===== config.mk =====
export PLATFORM = sky130hd
export DESIGN_NAME = sa_top
export DESIGN_NICKNAME = d
export VERILOG_FILES = /design/src/rtl/sa_pkg.sv /design/src/rtl/sa_tx.sv /design/src/rtl/sa_rx.sv /design/src/rtl/sa_top.sv
export SDC_FILE = /design/constraint.sdc
export NUM_CORES = 1
export LEC_CHECK = 0
export ABC_CLOCK_PERIOD_IN_PS = 2900
export CAP_MARGIN = 0
export CORE_UTILIZATION = 40
export CTS_CLUSTER_DIAMETER = 50
export DETAILED_ROUTE_END_ITERATION = 16
export PLACE_DENSITY = 0.6
export SYNTH_ARGS = -nofsm -noshare
export SYNTH_HDL_FRONTEND = slang
export SYNTH_HIERARCHICAL = 1
export SYNTH_SLANG_ARGS = --single-unit
export TNS_END_PERCENT = 30

===== constraint.sdc =====
create_clock -name clk -period 2.9 [get_ports clk]
set_input_delay 0.87 -clock clk [delete_from_list [all_inputs] [get_ports clk]]
set_output_delay 0.87 -clock clk [all_outputs]
set_load 0.01 [all_outputs]

===== src/rtl/sa_pkg.sv =====
package sa_pkg;
  localparam int BYTE_W   = 8;
  localparam int SLOW_DIV = 64;
  localparam int FAST_DIV = 16;
  localparam int DIV_W    = $clog2(SLOW_DIV) + 1;
  localparam int TAIL_W   = BYTE_W + 3;   // data + parity + two stops
  localparam int RXSH_W   = BYTE_W + 2;   // data + parity + one stop

  typedef struct packed {
    logic eight;
    logic par_en;
    logic par_odd;
    logic two_stop;
  } fmt_t;

  function automatic fmt_t fmt_decode(input logic [2:0] code);
    fmt_t f;
    f.eight    = code[2];
    f.par_en   = (code != 3'd4) && (code != 3'd5);
    f.par_odd  = code[0];
    f.two_stop = (code == 3'd0) || (code == 3'd1) || (code == 3'd4);
    return f;
  endfunction

  function automatic logic [DIV_W-1:0] div_ratio(input logic [1:0] sel);
    case (sel)
      2'd0:    return DIV_W'(SLOW_DIV);
      2'd1:    return DIV_W'(FAST_DIV);
      default: return DIV_W'(1);
    endcase
  endfunction

  function automatic logic par_bit(input logic [BYTE_W-1:0] d, input logic eight,
                                   input logic odd);
    logic p;
    p = eight ? ^d : ^d[BYTE_W-2:0];
    return odd ? ~p : p;
  endfunction

  // bits following the start bit, first-out in bit 0, padded with mark
  function automatic logic [TAIL_W-1:0] frame_tail(input logic [BYTE_W-1:0] d,
                                                   input fmt_t f);
    logic [TAIL_W-1:0] v;
    v = '1;
    if (f.eight) begin
      v[BYTE_W-1:0] = d;
      if (f.par_en) v[BYTE_W] = par_bit(d, 1'b1, f.par_odd);
    end else begin
      v[BYTE_W-2:0] = d[BYTE_W-2:0];
      if (f.par_en) v[BYTE_W-1] = par_bit(d, 1'b0, f.par_odd);
    end
    return v;
  endfunction

  function automatic logic [3:0] tail_len(input fmt_t f);
    return 4'd7 + {3'b0, f.eight} + {3'b0, f.par_en} + (f.two_stop ? 4'd2 : 4'd1);
  endfunction
endpackage


===== src/rtl/sa_tx.sv =====
module sa_tx
  import sa_pkg::*;
(
  input  logic              clk,
  input  logic              rst_n,
  input  logic              mr,
  input  logic              tick,
  input  logic [DIV_W-1:0]  div,
  input  fmt_t              fmt,
  input  logic              brk,
  input  logic              wr_stb,
  input  logic [BYTE_W-1:0] wdata,
  output logic              tdre,
  output logic              line,
  output logic              tx_start
);
  logic [DIV_W-1:0]  cnt;
  logic [BYTE_W-1:0] thr;
  logic              thr_full;
  logic [TAIL_W-1:0] sreg;
  logic [3:0]        left;
  logic              bit_edge;

  assign bit_edge = tick && (cnt >= div - 1'b1);
  assign tx_start = bit_edge && (left == 4'd0) && thr_full && !brk;
  assign tdre     = !thr_full;

  always_ff @(posedge clk or negedge rst_n) begin
    if (!rst_n) begin
      cnt <= '0; thr <= '0; thr_full <= 1'b0; sreg <= '1; left <= '0; line <= 1'b1;
    end else if (mr) begin
      cnt <= '0; thr_full <= 1'b0; sreg <= '1; left <= '0; line <= 1'b1;
    end else begin
      if (tick) cnt <= bit_edge ? '0 : cnt + 1'b1;
      if (bit_edge) begin
        if (left != 4'd0) begin
          line <= sreg[0];
          sreg <= {1'b1, sreg[TAIL_W-1:1]};
          left <= left - 4'd1;
        end else if (tx_start) begin
          line <= 1'b0;
          sreg <= frame_tail(thr, fmt);
          left <= tail_len(fmt);
        end else begin
          line <= 1'b1;
        end
      end
      if (tx_start) thr_full <= 1'b0;
      else if (wr_stb && !thr_full) begin
        thr      <= wdata;
        thr_full <= 1'b1;
      end
    end
  end
endmodule


===== src/rtl/sa_rx.sv =====
module sa_rx
  import sa_pkg::*;
(
  input  logic              clk,
  input  logic              rst_n,
  input  logic              mr,
  input  logic              tick,
  input  logic [DIV_W-1:0]  div,
  input  logic              eight,
  input  logic              par_en,
  input  logic              par_odd,
  input  logic              rxd,
  input  logic              rd_stb,
  output logic              rx_done,
  output logic [BYTE_W-1:0] rx_byte,
  output logic              rdrf,
  output logic              ovr,
  output logic              fe,
  output logic              pe
);
  typedef enum logic [1:0] {RX_IDLE, RX_START, RX_DATA} rx_st_e;

  rx_st_e            st;
  logic [1:0]        sync;
  logic              rx_s;
  logic [DIV_W-1:0]  cnt;
  logic [DIV_W-1:0]  half;
  logic [3:0]        idx;
  logic [3:0]        rx_len;
  logic [RXSH_W-1:0] sh;
  logic [BYTE_W-1:0] got;
  logic              got_par;
  logic              bad_par;
  logic              bad_stop;

  assign rx_s    = sync[1];
  assign half    = div >> 1;
  assign rx_len  = 4'd8 + {3'b0, eight} + {3'b0, par_en};
  assign got     = eight ? sh[BYTE_W-1:0] : {1'b0, sh[BYTE_W-2:0]};
  assign got_par = eight ? sh[BYTE_W] : sh[BYTE_W-1];
  assign bad_par = par_en && (got_par != par_bit(got, eight, par_odd));
  assign bad_stop = !sh[rx_len - 4'd1];

  always_ff @(posedge clk or negedge rst_n) begin
    if (!rst_n) sync <= 2'b11;
    else        sync <= {sync[0], rxd};
  end

  always_ff @(posedge clk or negedge rst_n) begin
    if (!rst_n) begin
      st <= RX_IDLE; cnt <= '0; idx <= '0; sh <= '0; rx_done <= 1'b0;
    end else if (mr) begin
      st <= RX_IDLE; cnt <= '0; idx <= '0; sh <= '0; rx_done <= 1'b0;
    end else begin
      rx_done <= 1'b0;
      if (tick) begin
        unique case (st)
          RX_IDLE: if (!rx_s) begin
            idx <= '0;
            if (div == DIV_W'(1)) begin
              st  <= RX_DATA;
              cnt <= '0;
            end else begin
              st  <= RX_START;
              cnt <= DIV_W'(1);
            end
          end
          RX_START: if (cnt >= half) begin
            if (!rx_s) begin
              st  <= RX_DATA;
              cnt <= '0;
            end else begin
              st <= RX_IDLE;
            end
          end else begin
            cnt <= cnt + 1'b1;
          end
          RX_DATA: if (cnt >= div - 1'b1) begin
            cnt     <= '0;
            sh[idx] <= rx_s;
            if (idx == rx_len - 4'd1) begin
              st      <= RX_IDLE;
              rx_done <= 1'b1;
            end else begin
              idx <= idx + 4'd1;
            end
          end else begin
            cnt <= cnt + 1'b1;
          end
          default: st <= RX_IDLE;
        endcase
      end
    end
  end

  always_ff @(posedge clk or negedge rst_n) begin
    if (!rst_n) begin
      rx_byte <= '0; rdrf <= 1'b0; ovr <= 1'b0; fe <= 1'b0; pe <= 1'b0;
    end else if (mr) begin
      rdrf <= 1'b0; ovr <= 1'b0; fe <= 1'b0; pe <= 1'b0;
    end else begin
      if (rd_stb) begin
        rdrf <= 1'b0; ovr <= 1'b0; fe <= 1'b0; pe <= 1'b0;
      end
      if (rx_done) begin
        if (rdrf && !rd_stb) begin
          ovr <= 1'b1;
        end else begin
          rx_byte <= got;
          rdrf    <= 1'b1;
          fe      <= bad_stop;
          pe      <= bad_par;
        end
      end
    end
  end
endmodule


===== src/rtl/sa_top.sv =====
module sa_top
  import sa_pkg::*;
(
  input  logic       clk,
  input  logic       rst_n,
  input  logic       bclk_en,
  input  logic       reg_sel,
  input  logic       wr_en,
  input  logic       rd_en,
  input  logic [7:0] wdata,
  output logic [7:0] rdata,
  output logic       txd,
  input  logic       rxd,
  output logic       rts_n,
  input  logic       dcd_n,
  input  logic       cts_n,
  output logic       irq
);
  logic [7:0]       ctrl;
  logic             mr;
  logic [DIV_W-1:0] div;
  fmt_t             fmt;
  logic [1:0]       tx_ctl;
  logic             rie, tie, brk;
  logic             tx_accept, rx_read;
  logic             tdre, tx_line, tx_start;
  logic             rx_done, rdrf, ovr, fe, pe;
  logic [7:0]       rx_byte;
  logic [7:0]       status;

  always_ff @(posedge clk or negedge rst_n) begin
    if (!rst_n)                 ctrl <= 8'h03;
    else if (wr_en && !reg_sel) ctrl <= wdata;
  end

  assign mr     = (ctrl[1:0] == 2'b11);
  assign div    = div_ratio(ctrl[1:0]);
  assign fmt    = fmt_decode(ctrl[4:2]);
  assign tx_ctl = ctrl[6:5];
  assign rie    = ctrl[7];
  assign tie    = (tx_ctl == 2'd1);
  assign brk    = (tx_ctl == 2'd3);
  assign rts_n  = (tx_ctl == 2'd2);

  assign tx_accept = wr_en && reg_sel && !mr && tdre;
  assign rx_read   = rd_en && reg_sel;

  sa_tx u_tx (
    .clk(clk), .rst_n(rst_n), .mr(mr), .tick(bclk_en), .div(div), .fmt(fmt),
    .brk(brk), .wr_stb(tx_accept), .wdata(wdata), .tdre(tdre), .line(tx_line),
    .tx_start(tx_start)
  );

  sa_rx u_rx (
    .clk(clk), .rst_n(rst_n), .mr(mr), .tick(bclk_en), .div(div),
    .eight(fmt.eight), .par_en(fmt.par_en), .par_odd(fmt.par_odd), .rxd(rxd),
    .rd_stb(rx_read), .rx_done(rx_done), .rx_byte(rx_byte), .rdrf(rdrf),
    .ovr(ovr), .fe(fe), .pe(pe)
  );

  assign txd    = mr ? 1'b1 : (brk ? 1'b0 : tx_line);
  assign irq    = !mr && ((rie && (rdrf || ovr)) || (tie && tdre));
  assign status = {irq, pe, ovr, fe, cts_n, dcd_n, tdre, rdrf};
  assign rdata  = reg_sel ? rx_byte : status;
endmodule


# Word-level counts from Yosys, hierarchy flattened
# Index checks and enable logic that the tools add are counted.
[word_totals]
output_inout_bits = 11
reg_bits = 78
elab_cells = 198
[classes]
n_eq_ne = 20
magnitude_cmp = 6
addsub = 11
bitwise = 6
mux = 86
reduce_logical = 51
[op_table]
columns = ["op", "n"]
rows = [
  ["$mux W7", 9],
  ["$mux W11", 4],
  ["$mux W1", 41],
  ["$mux W10", 4],
  ["$mux W4", 9],
  ["$mux W8", 3],
  ["$pmux W7 S3", 1],
  ["$mux W2", 9],
  ["$logic_and A1 B1 Y1", 17],
  ["$reduce_xor A8 Y1", 2],
  ["$add A7 B1 Y7 const B", 2],
  ["$ge A7 B7 Y1", 2],
  ["$pmux W7 S2", 1],
  ["$reduce_xor A7 Y1", 2],
  ["$ne A3 B3 Y1 const B", 4],
  ["$bwmux W10", 1],
  ["$lt A4 B5 Y1 const B", 2],
  ["$reduce_and A5 Y1", 2],
  ["$ne A3 B2 Y1 const B", 3],
  ["$reduce_and A3 Y1", 3],
  ["$reduce_bool A3 Y1", 3],
  ["$add A4 B1 Y4", 2],
  ["$eq A2 B2 Y1 const B", 4],
  ["$pmux W4 S2", 1],
  ["other kinds (28)", 49],
]

# Depth between registers and ports, before layout
# Gate-level depths: netlist (run 1).
[logic_depth]
depth_word = 12
ltp_mapped = 13

# Cells and area by module
# The synthesis (run 1) kept the hierarchy.
[by_module_without_submodules]
columns = ["module", "cells_each", "area_each_um2", "instances"]
rows = [
  ["sa_rx", 254, 2514.9, 1],
  ["sa_tx", 194, 1993.2, 1],
  ["sa_top", 48, 520.5, 1],
]

# Worst setup path before layout (run 1)
# Ideal clock, no wire load.
[synth_timing]
kind = "reg-to-reg"
startpoint = "register ctrl[1]"
endpoint = "register u_tx.sreg[2]"
setup_time_ns = 0.082
path_buffers = 3
required_ns = 2.818
path_stages_with_launch = 14
setup_slack_ns = 0.129
arrival_time_ns = 2.688
path_cell_list = "dfstp_2 clkbuf_1 inv_1 ha_1 nand3b_1 xor2_1 ha_1 a21oi_1 o22ai_1 a41o_1 buf_6 a21o_1 buf_6 mux2_4"
[synth_via]
elab_chain_cells = 10
word_cells_on_any_way = 14
[synth_rtl]
columns = ["element", "line_no", "source"]
rows = [
  ["start, declared", "sa_top.sv:19", "logic [7:0] ctrl;"],
  ["start signal, assigned", "sa_top.sv:33", "else if (wr_en && !reg_sel) ctrl <= wdata;"],
  ["$eq A2 B1 Y1 or $logic_not A2 Y1 (tied branches)", "sa_pkg.sv:26", "case (sel)"],
  ["$pmux W7 S2 *", "sa_pkg.sv:26", ""],
  ["net div[0]", "sa_top.sv:21", "logic [DIV_W-1:0] div;"],
  ["$sub A7 B1 Y7 *", "sa_tx.sv:24", "assign bit_edge = tick && (cnt >= div - 1'b1);"],
  ["$ge A7 B7 Y1 *", "sa_tx.sv:24", ""],
  ["$logic_and A1 B1 Y1 *", "sa_tx.sv:24", ""],
  ["$logic_and A1 B1 Y1 (3 in series)", "sa_tx.sv:25", "assign tx_start = bit_edge && (left == 4'd0) && thr_full && !brk;"],
  ["$reduce_bool A3 Y1 (no source line)", "-", ""],
  ["$reduce_and A2 Y1 (no source line) *", "-", ""],
  ["end signal, assigned", "sa_tx.sv:38", "sreg <= {1'b1, sreg[TAIL_W-1:1]};"],
  ["end signal, assigned", "sa_tx.sv:42", "sreg <= frame_tail(thr, fmt);"],
  ["end, declared", "sa_tx.sv:20", "logic [TAIL_W-1:0] sreg;"],
]
# Mark *: on every way through the listed nets, which the timed path passes. The rest lies on a longest branch.
# A chain may end at the register's enable or synchronous reset.

# Worst setup path after layout (run 1)
[layout_timing]
startpoint = "input reg_sel"
endpoint = "output rdata[0]"
[layout_via]
elab_chain_cells = 1
[layout_rtl]
columns = ["element", "line_no", "source"]
rows = [
  ["start, declared", "sa_top.sv:7", "input logic reg_sel,"],
  ["$mux W8", "sa_top.sv:64", "assign rdata = reg_sel ? rx_byte : status;"],
  ["end, declared", "sa_top.sv:11", "output logic [7:0] rdata,"],
]
# No other way between the ends.

==> impl_results.md, run 1 <==
- Ant. Diodes: 0
- Slew headroom: 0.665
- Total negative setup slack: 0 ns
- Skew final: 0.00592 ns
- Row Count: 40
- Post-Synthesis Cells: ~500
- Period minus WS final: roughly 2.8 ns
- Pwr Density: roughly 710 mW/mm2
- Total gr overflow: 0
- Placed inst area: around 0.0057 mm2
- Net switching power: around 1.5 mW
- First-pass GRT wire length: 17600 um
- Worst VDD drop: 0.474 mV
- Clk slew on worst S/H paths: around 0.060 ns
- Width of the chip: about 110 um
- Worst skew pair latency: 0.35 ns
- IO Port Bufs: 27
- Crit Path Max Fanout: 5
- WL/cell: about 14 um
- Clock share of power: 0.270
- Crit. End Element: output pin
- P_int: 2.79 mW
- HP Class: reg2reg
- Max-cap viol count: 0
- Asr flop ratio synth: 1.00
- Post-Syn Area: around 0.005 mm2
- Switching share of power: 0.344
- Total vias in the final route: 3698
- CP Launch Type: input port
- Die height: 114 um
- Fin. Hold Viols: 0
- Post-synth top cells: 62 x dfrtp_1, 40 x nor2_1, 39 x ha_1, 34 x inv_1, 29 x nand2_1
- Starting density of the core: 0.415
- Critical path type: in2out
- Final Cycle Share: 0.952
- Die area: approximately 0.013 mm2
- Top FF cell, synth: dfrtp_1
- Area Overhead vs Synth: 18.7%
- Maximum clock rate: 362 MHz
- TritonCTS Sinks: 76
- Routed Antenna Nets: 0
- Root Driver: clkbuf_16
- H-tree lvl count: 3
- Hold-fix buffers, CTS: 0
- Vias in the first global route: 3675
- Cells taking the most area after synthesis: dfrtp_1 31%, ha_1 9.7%, dfstp_2 7.3%
- HPWL after DPL: about 7600 um
- DRT Pass-1 Iters: 4
- Sequential share of the synthesized area: 0.382
- TritonCTS clock tree: done
- Design area: a little under 0.006 mm2
- Required time of the worst setup path: between 2 and 2.5 ns
- Detailed Route WL: roughly 10000 um
- Cell accounting for the most synthesized area: dfrtp_1
- Vias per inst: a little over 5
- Largest net degree at the start of global routing: 50
- Status: complete, no violations
- Drt first-iter violations: between 200 and 300
- Seq pwr share: 0.348
- EDFF count, synth: 0
- Synth warn: 6
- Library cells used by synthesis: 66
- Syn_area_per_cell: 10.1 um2
- I/O pins: 28
- Worst-Margin Slew: about 0.50 ns
- # setup viols final: 0
- Count leader, synth: dfrtp_1
- Crit path arrival time: 1.89 ns
- DR DRC count: 0
- Num CTS Buffers: 9
- Share of layout cells above drive strength 1: 0.185
- Initial antenna violation count: 0
- FF+latch count, synth: 76
- Fin nets: between 600 and 700
- Post-layout util: 0.493
- Total GRT Usage: 0.175
- Max-slew violations: 0
- CTS max path bufs: 2
- RSZ-0062 raised after global routing: false
- GP Congestion: between 0.7 and 0.8
- Combinational Power Share: 0.382
- Area share of the largest cell type after synthesis: 0.309
- Fill cells: 1146
- Leak pwr: ~2.8 nW
- Core Footprint: 0.0121 mm2
power groups by stage:
stage          clock, mW  combinational [mW]  sequential [mW]
2_1_floorplan          0                1.30             1.45
5_1_grt             1.23                1.82             1.51
6_report            1.14                1.62             1.48
4_1_cts             1.18                1.63             1.48
3_3_place_gp           0                1.58             1.49
3_5_place_dp           0                1.63             1.49
cells in the final DEF (no fill, tap or decap), types with 8 or more instances in the layout:
cell type | synthesis | final
buf_4 | 1 | 14
nand2_1 | 29 | 29
xor2_1 | 8 | 8
nand3_1 | 25 | 25
clkdlybuf4s50_1 | 0 | 17
inv_1 | 34 | 34
mux2_2 | 24 | 24
xnor2_1 | 24 | 24
ha_1 | 39 | 39
mux2i_1 | 13 | 13
dfrtp_1 | 62 | 62
a21oi_1 | 21 | 20
nor2b_1 | 13 | 12
clkbuf_16 | 0 | 9
a31oi_1 | 8 | 8
mux2_4 | 12 | 12
o21ai_0 | 9 | 9
nor3_1 | 9 | 9
conb_1 | 1 | 26
nor2_1 | 40 | 40
dfstp_2 | 14 | 14
dlygate4sd2_1 | 0 | 9
worst paths after layout:
check | slack (ns) | depth (start not counted) | endpoint | start
setup / recovery | 0.14 | 4 | rdata[0] | reg_sel
hold / removal | 0.36 | 0 | u_rx/sync[1]$_DFF_PN1_ | u_rx/sync[0]$_DFF_PN1_
setup reg to reg | 0.14 | 10 | u_tx/sreg[5]$_DFFE_PN1P_ | ctrl[1]$_DFFE_PN1P_
hold reg to reg | 0.36 | 0 | u_rx/sync[1]$_DFF_PN1_ | u_rx/sync[0]$_DFF_PN1_
max in group asynchronous | 1.76 | 2 | u_tx/sreg[6]$_DFFE_PN1P_ | rst_n
min in group asynchronous | 0.49 | 1 | u_rx/cnt[4]$_DFFE_PN0P_ | rst_n
sequential cells by signal, summed over array words and instances, names as in the netlist:
register,count
u_rx/st,2
u_rx/sync,2
u_rx/cnt,7
u_tx/thr_full,1
u_rx/sh,10
u_tx/thr,8
u_rx/rdrf,1
u_rx/rx_done,1
u_rx/idx,4
u_tx/cnt,7
u_tx/sreg,9
u_rx/rx_byte,8
ctrl,8
u_rx/ovr,1
u_rx/fe,1
u_rx/pe,1
u_tx/line,1
u_tx/left,4
through the flow:
stage / setup slack (ns) / std cells / hold slack, ns / power, mW
global placement: -0.291 / 718 / 0.347 / 3.07
CTS: 0.0396 / 735 / 0.356 / 4.29
global route: 0.00881 / 735 / 0.362 / 4.55
finish: 0.138 / 735 / 0.355 / 4.25
floorplan: 0.129 / 521 / 0.345 / 2.75
detailed placement: -0.320 / 718 / 0.347 / 3.12
layout make-up:
class,count,area (um2),area share
Multi-Input combinational cell,397,3000,0.502
Clock inverter,6,73.8,0.0124
Timing Repair Buffer,44,410,0.0687
Clock buffer,10,229,0.0384
Sequential cell,76,1920,0.322
Inverter,34,128,0.0214
Tap cell,168,210,0.0352
cell families (layout without fill, tap and decap cells):
kind of cell    Yosys count  after routing  synth area share
fa+ha+maj                40             40             0.101
mux                      52             52             0.124
xor+xnor                 32             32            0.0557
other cells               1             26          0.000746
flops                    76             76             0.382
buf+inv                  48             94            0.0433
simple gates            155            155             0.161
compound gates           92             92             0.132
layer usage:
metal / GRT usage / part of all wire / vias to the layer above
met2: 0.288 / 0.48 / 52
met4: 0.0502 / 0.012 / 0
met3: 0.0513 / 0.036 / 9
met1: 0.222 / 0.47 / 1774
li1: - / - / 1863
met5: 0 / 0 / -
worst max-delay path, cell delays in order:
cell	delay, ns
dlygate4sd2_1	0.25
buf_2	0.17
mux2_2	0.33
dlygate4sd2_1	0.28
repair_timing:
| action | 4_1_cts | 5_1_grt |
|---|---|---|
| setup buffers | 0 | 0 |
| endpoints found under the setup margin | 8 | 25 |
| hold endpoints to repair | 0 | 0 |
| cloned | 1 | 0 |
| resized for setup | 10 | 4 |
(Power assumes the default switching activity.)
==> inputs of run 2 (changes only) <==
CORE_UTILIZATION = 55   (was 40)
PLACE_DENSITY = 0.78   (was 0.6)
==> impl_results.md, run 2 (synthesized netlist as in run 1, its figures left out) <==
- Status: complete, no violations (unchanged)
- Final hold slack: 0.388 ns (was 0.355 ns)
- Hold-critical path depth: 0 (unchanged)
- DR DRC count: 0 (unchanged)
- Total negative setup slack: 0 ns (unchanged)
- Fill cells: 699 (was 1146)
- Skew final: 0.0114 ns (was 0.00592 ns)
- Die area: 0.00953 mm2 (was 0.0130 mm2)
- CP Launch Type: flip-flop (was input port)
- Crit path arrival time: 3.00 ns (was 1.89 ns)
- TritonCTS Sinks: 76 (unchanged)
- WL/cell: 15.8 um (was 14.1 um)
- Hold-fix buffers, CTS: 0 (unchanged)
- Critical path type: reg2reg (was in2out)
- Vias in the first global route: 3969 (was 3675)
- Max-cap viol count: 0 (unchanged)
- Maximum clock rate: 362 MHz (about the same)
- I/O pins: 28 (unchanged)
- Top flop regs: u_rx/sh x10, u_tx/sreg x9 (unchanged)
- RSZ-0062 raised after global routing: true (was false)
- Most frequent cells in the layout: 62 x dfrtp_1, 40 x nor2_1, 37 x ha_1 (was 62 x dfrtp_1, 40 x nor2_1, 39 x ha_1)
- Clock share of power: 0.218 (was 0.270)
- Crit Path Max Fanout: 7 (was 5)
- Placed inst area: 0.00556 mm2 (was 0.00566 mm2)
- Worst VDD drop: 0.493 mV (was 0.474 mV)
- P_int: 2.54 mW (was 2.79 mW)
- HP Class: reg2reg (unchanged)
- IO Port Bufs: 27 (unchanged)
- Pwr Density: 692 mW/mm2 (was 711 mW/mm2)
- Vias per inst: 5.70 (was 5.03)
- Slew headroom: 0.373 (was 0.665)
- Switching share of power: 0.370 (was 0.344)
- # setup viols final: 0 (unchanged)
- HPWL after DPL: 7610 um (about the same)
- Root Driver: clkbuf_8 (was clkbuf_16)
- Worst r2r path cells: 11 (was 10)
- Period minus WS final: 2.76 ns (about the same)
- Starting density of the core: 0.571 (was 0.415)
- TritonCTS clock tree: done (unchanged)
- Ant. Diodes: 0 (unchanged)
- Core Footprint: 0.00881 mm2 (was 0.0121 mm2)
- First-pass GRT wire length: 18400 um (was 17600 um)
- Share of layout cells above drive strength 1: 0.197 (was 0.185)
- Largest register by flop count: u_rx/sh (unchanged)
- Total gr overflow: 0 (unchanged)
- Detailed Route WL: 10700 um (was 10400 um)
- Met3 Track Usage GR: 0.0353 (was 0.0513)
- Busiest grt layer: met2 (unchanged)
- Worst skew pair latency: 0.36 ns (was 0.35 ns)
- FF+latch area: 0.00192 mm2 (unchanged)
- FF-to-FF Start: ctrl[0]$_DFFE_PN1P_ (was ctrl[1]$_DFFE_PN1P_)
- Combinational Power Share: 0.413 (was 0.382)
- Tot Pwr: 4.03 mW (was 4.25 mW)
- Die height: 97.6 um (was 114 um)
- Seq pwr share: 0.369 (was 0.348)
- Fin nets: 621 (was 619)
- Met1 Resource Use GR: 0.304 (was 0.222)
- Required time of the worst setup path: 3.13 ns (was 2.03 ns)
- CTS max path bufs: 2 (unchanged)
- Initial antenna violation count: 0 (unchanged)
- Hold path start: u_rx/sync[0]$_DFF_PN1_ (unchanged)
- Most common cell after layout, fill and taps aside: dfrtp_1 (unchanged)
- Total vias in the final route: 3860 (was 3698)
- Routed Antenna Nets: 0 (unchanged)
- H-tree lvl count: 3 (unchanged)
- Area Overhead vs Synth: 15.9% (was 18.7%)
- Clk slew on worst S/H paths: 0.09 ns (was 0.06 ns)
- Net switching power: 1.49 mW (was 1.46 mW)
- DRT Pass-1 Iters: 4 (unchanged)
- Footprint of the multi-input gates: 0.00302 mm2 (was 0.00300 mm2)
- Design area: 0.00583 mm2 (was 0.00597 mm2)
- Reg2reg setup slack: 0.14 ns (about the same)
- Num CTS Buffers: 9 (unchanged)
- Post-layout util: 0.662 (was 0.493)
- Max-slew violations: 0 (unchanged)
- Total GRT Usage: 0.239 (was 0.175)
- Crit. End Element: flip-flop (was output pin)
- Worst-Margin Slew: 0.941 ns (was 0.502 ns)
- WHS Endpoint: u_rx/sync[1]$_DFF_PN1_ (unchanged)
- Leak pwr: 2.77 nW (was 2.80 nW)
- Row Count: 34 (was 40)
- Width of the chip: 97.6 um (was 114 um)
- Reg-to-Reg End: u_rx/st[1]$_DFFE_PN0P_ (was u_tx/sreg[5]$_DFFE_PN1P_)
- Max reg flops: 10 (unchanged)
- Fin. Hold Viols: 0 (unchanged)
- Drt first-iter violations: 189 (was 269)
- Largest net degree at the start of global routing: 77 (was 50)
- Met2 Use GR: 0.416 (was 0.288)
- GP Congestion: 0.854 (was 0.779)
- Final Cycle Share: 0.952 (about the same)
==> run 2: layer usage <==
metal,vias to the layer above,share of wire
met5,-,0
met4,0,0.010
met3,14,0.035
met2,75,0.50
met1,1906,0.45
li1,1865,-
==> run 2: metrics by stage <==
step | std cells | setup slack (ns)
2_1_floorplan | 521 | 0.129
3_3_place_gp | 657 | -0.298
3_5_place_dp | 657 | -0.326
4_1_cts | 674 | 0.0438
5_1_grt | 677 | -0.00921
6_report | 677 | 0.138
==> run 2: area by class of cell <==
class                   count  share of cell area
flip-flops and latches     76               0.329
multi-input cells         397               0.518
well taps                 108              0.0232
inverters                  34              0.0219
repair buffers             46              0.0712
clock inverters             7              0.0150
clock buffers               9              0.0212
==> run 2: what timing repair did <==
| action | in CTS | in global routing |
|---|---|---|
| pin swaps | 0 | 2 |
| endpoints found under the hold margin | 0 | 0 |
| setup buffers | 1 | 3 |
| endpoints found under the setup margin | 14 | 31 |
| gates resized for setup | 12 | 8 |
==> run 2: worst max-delay path, cell delays in order (launching register included) <==
cell,delay [ns]
dfstp_2,0.57
nor2b_4,0.19
inv_1,0.08
and4_1,0.20
xnor2_1,0.14
ha_1,0.28
a21o_1,0.21
a21oi_2,0.21
o211ai_4,0.16
o22ai_2,0.20
a21oi_2,0.06
mux2_1,0.33
==> run 2: worst max path at each step <==
stage	startpoint	endpoint	slack, ns	depth (start not counted)
2_1_floorplan	ctrl[1]$_DFFE_PN1P_	u_tx/sreg[2]$_DFFE_PN1P_	0.13	13
3_3_place_gp	reg_sel	rdata[4]	-0.30	4
3_5_place_dp	reg_sel	rdata[4]	-0.33	4
4_1_cts	ctrl[1]$_DFFE_PN1P_	u_rx/st[1]$_DFFE_PN0P_	0.04	10
5_1_grt	ctrl[1]$_DFFE_PN1P_	u_rx/st[1]$_DFFE_PN0P_	-0.009	10
6_report	ctrl[0]$_DFFE_PN1P_	u_rx/st[1]$_DFFE_PN0P_	0.14	11
==> run 2: power by group through the flow <==
stage               Clock (mW)  Combinational (mW)  Sequential (mW)
global route             0.944                1.84             1.51
CTS                      0.909                1.63             1.49
floorplan                    0                1.30             1.45
global placement             0                1.54             1.49
detailed placement           0                1.62             1.50
finish                   0.879                1.67             1.49
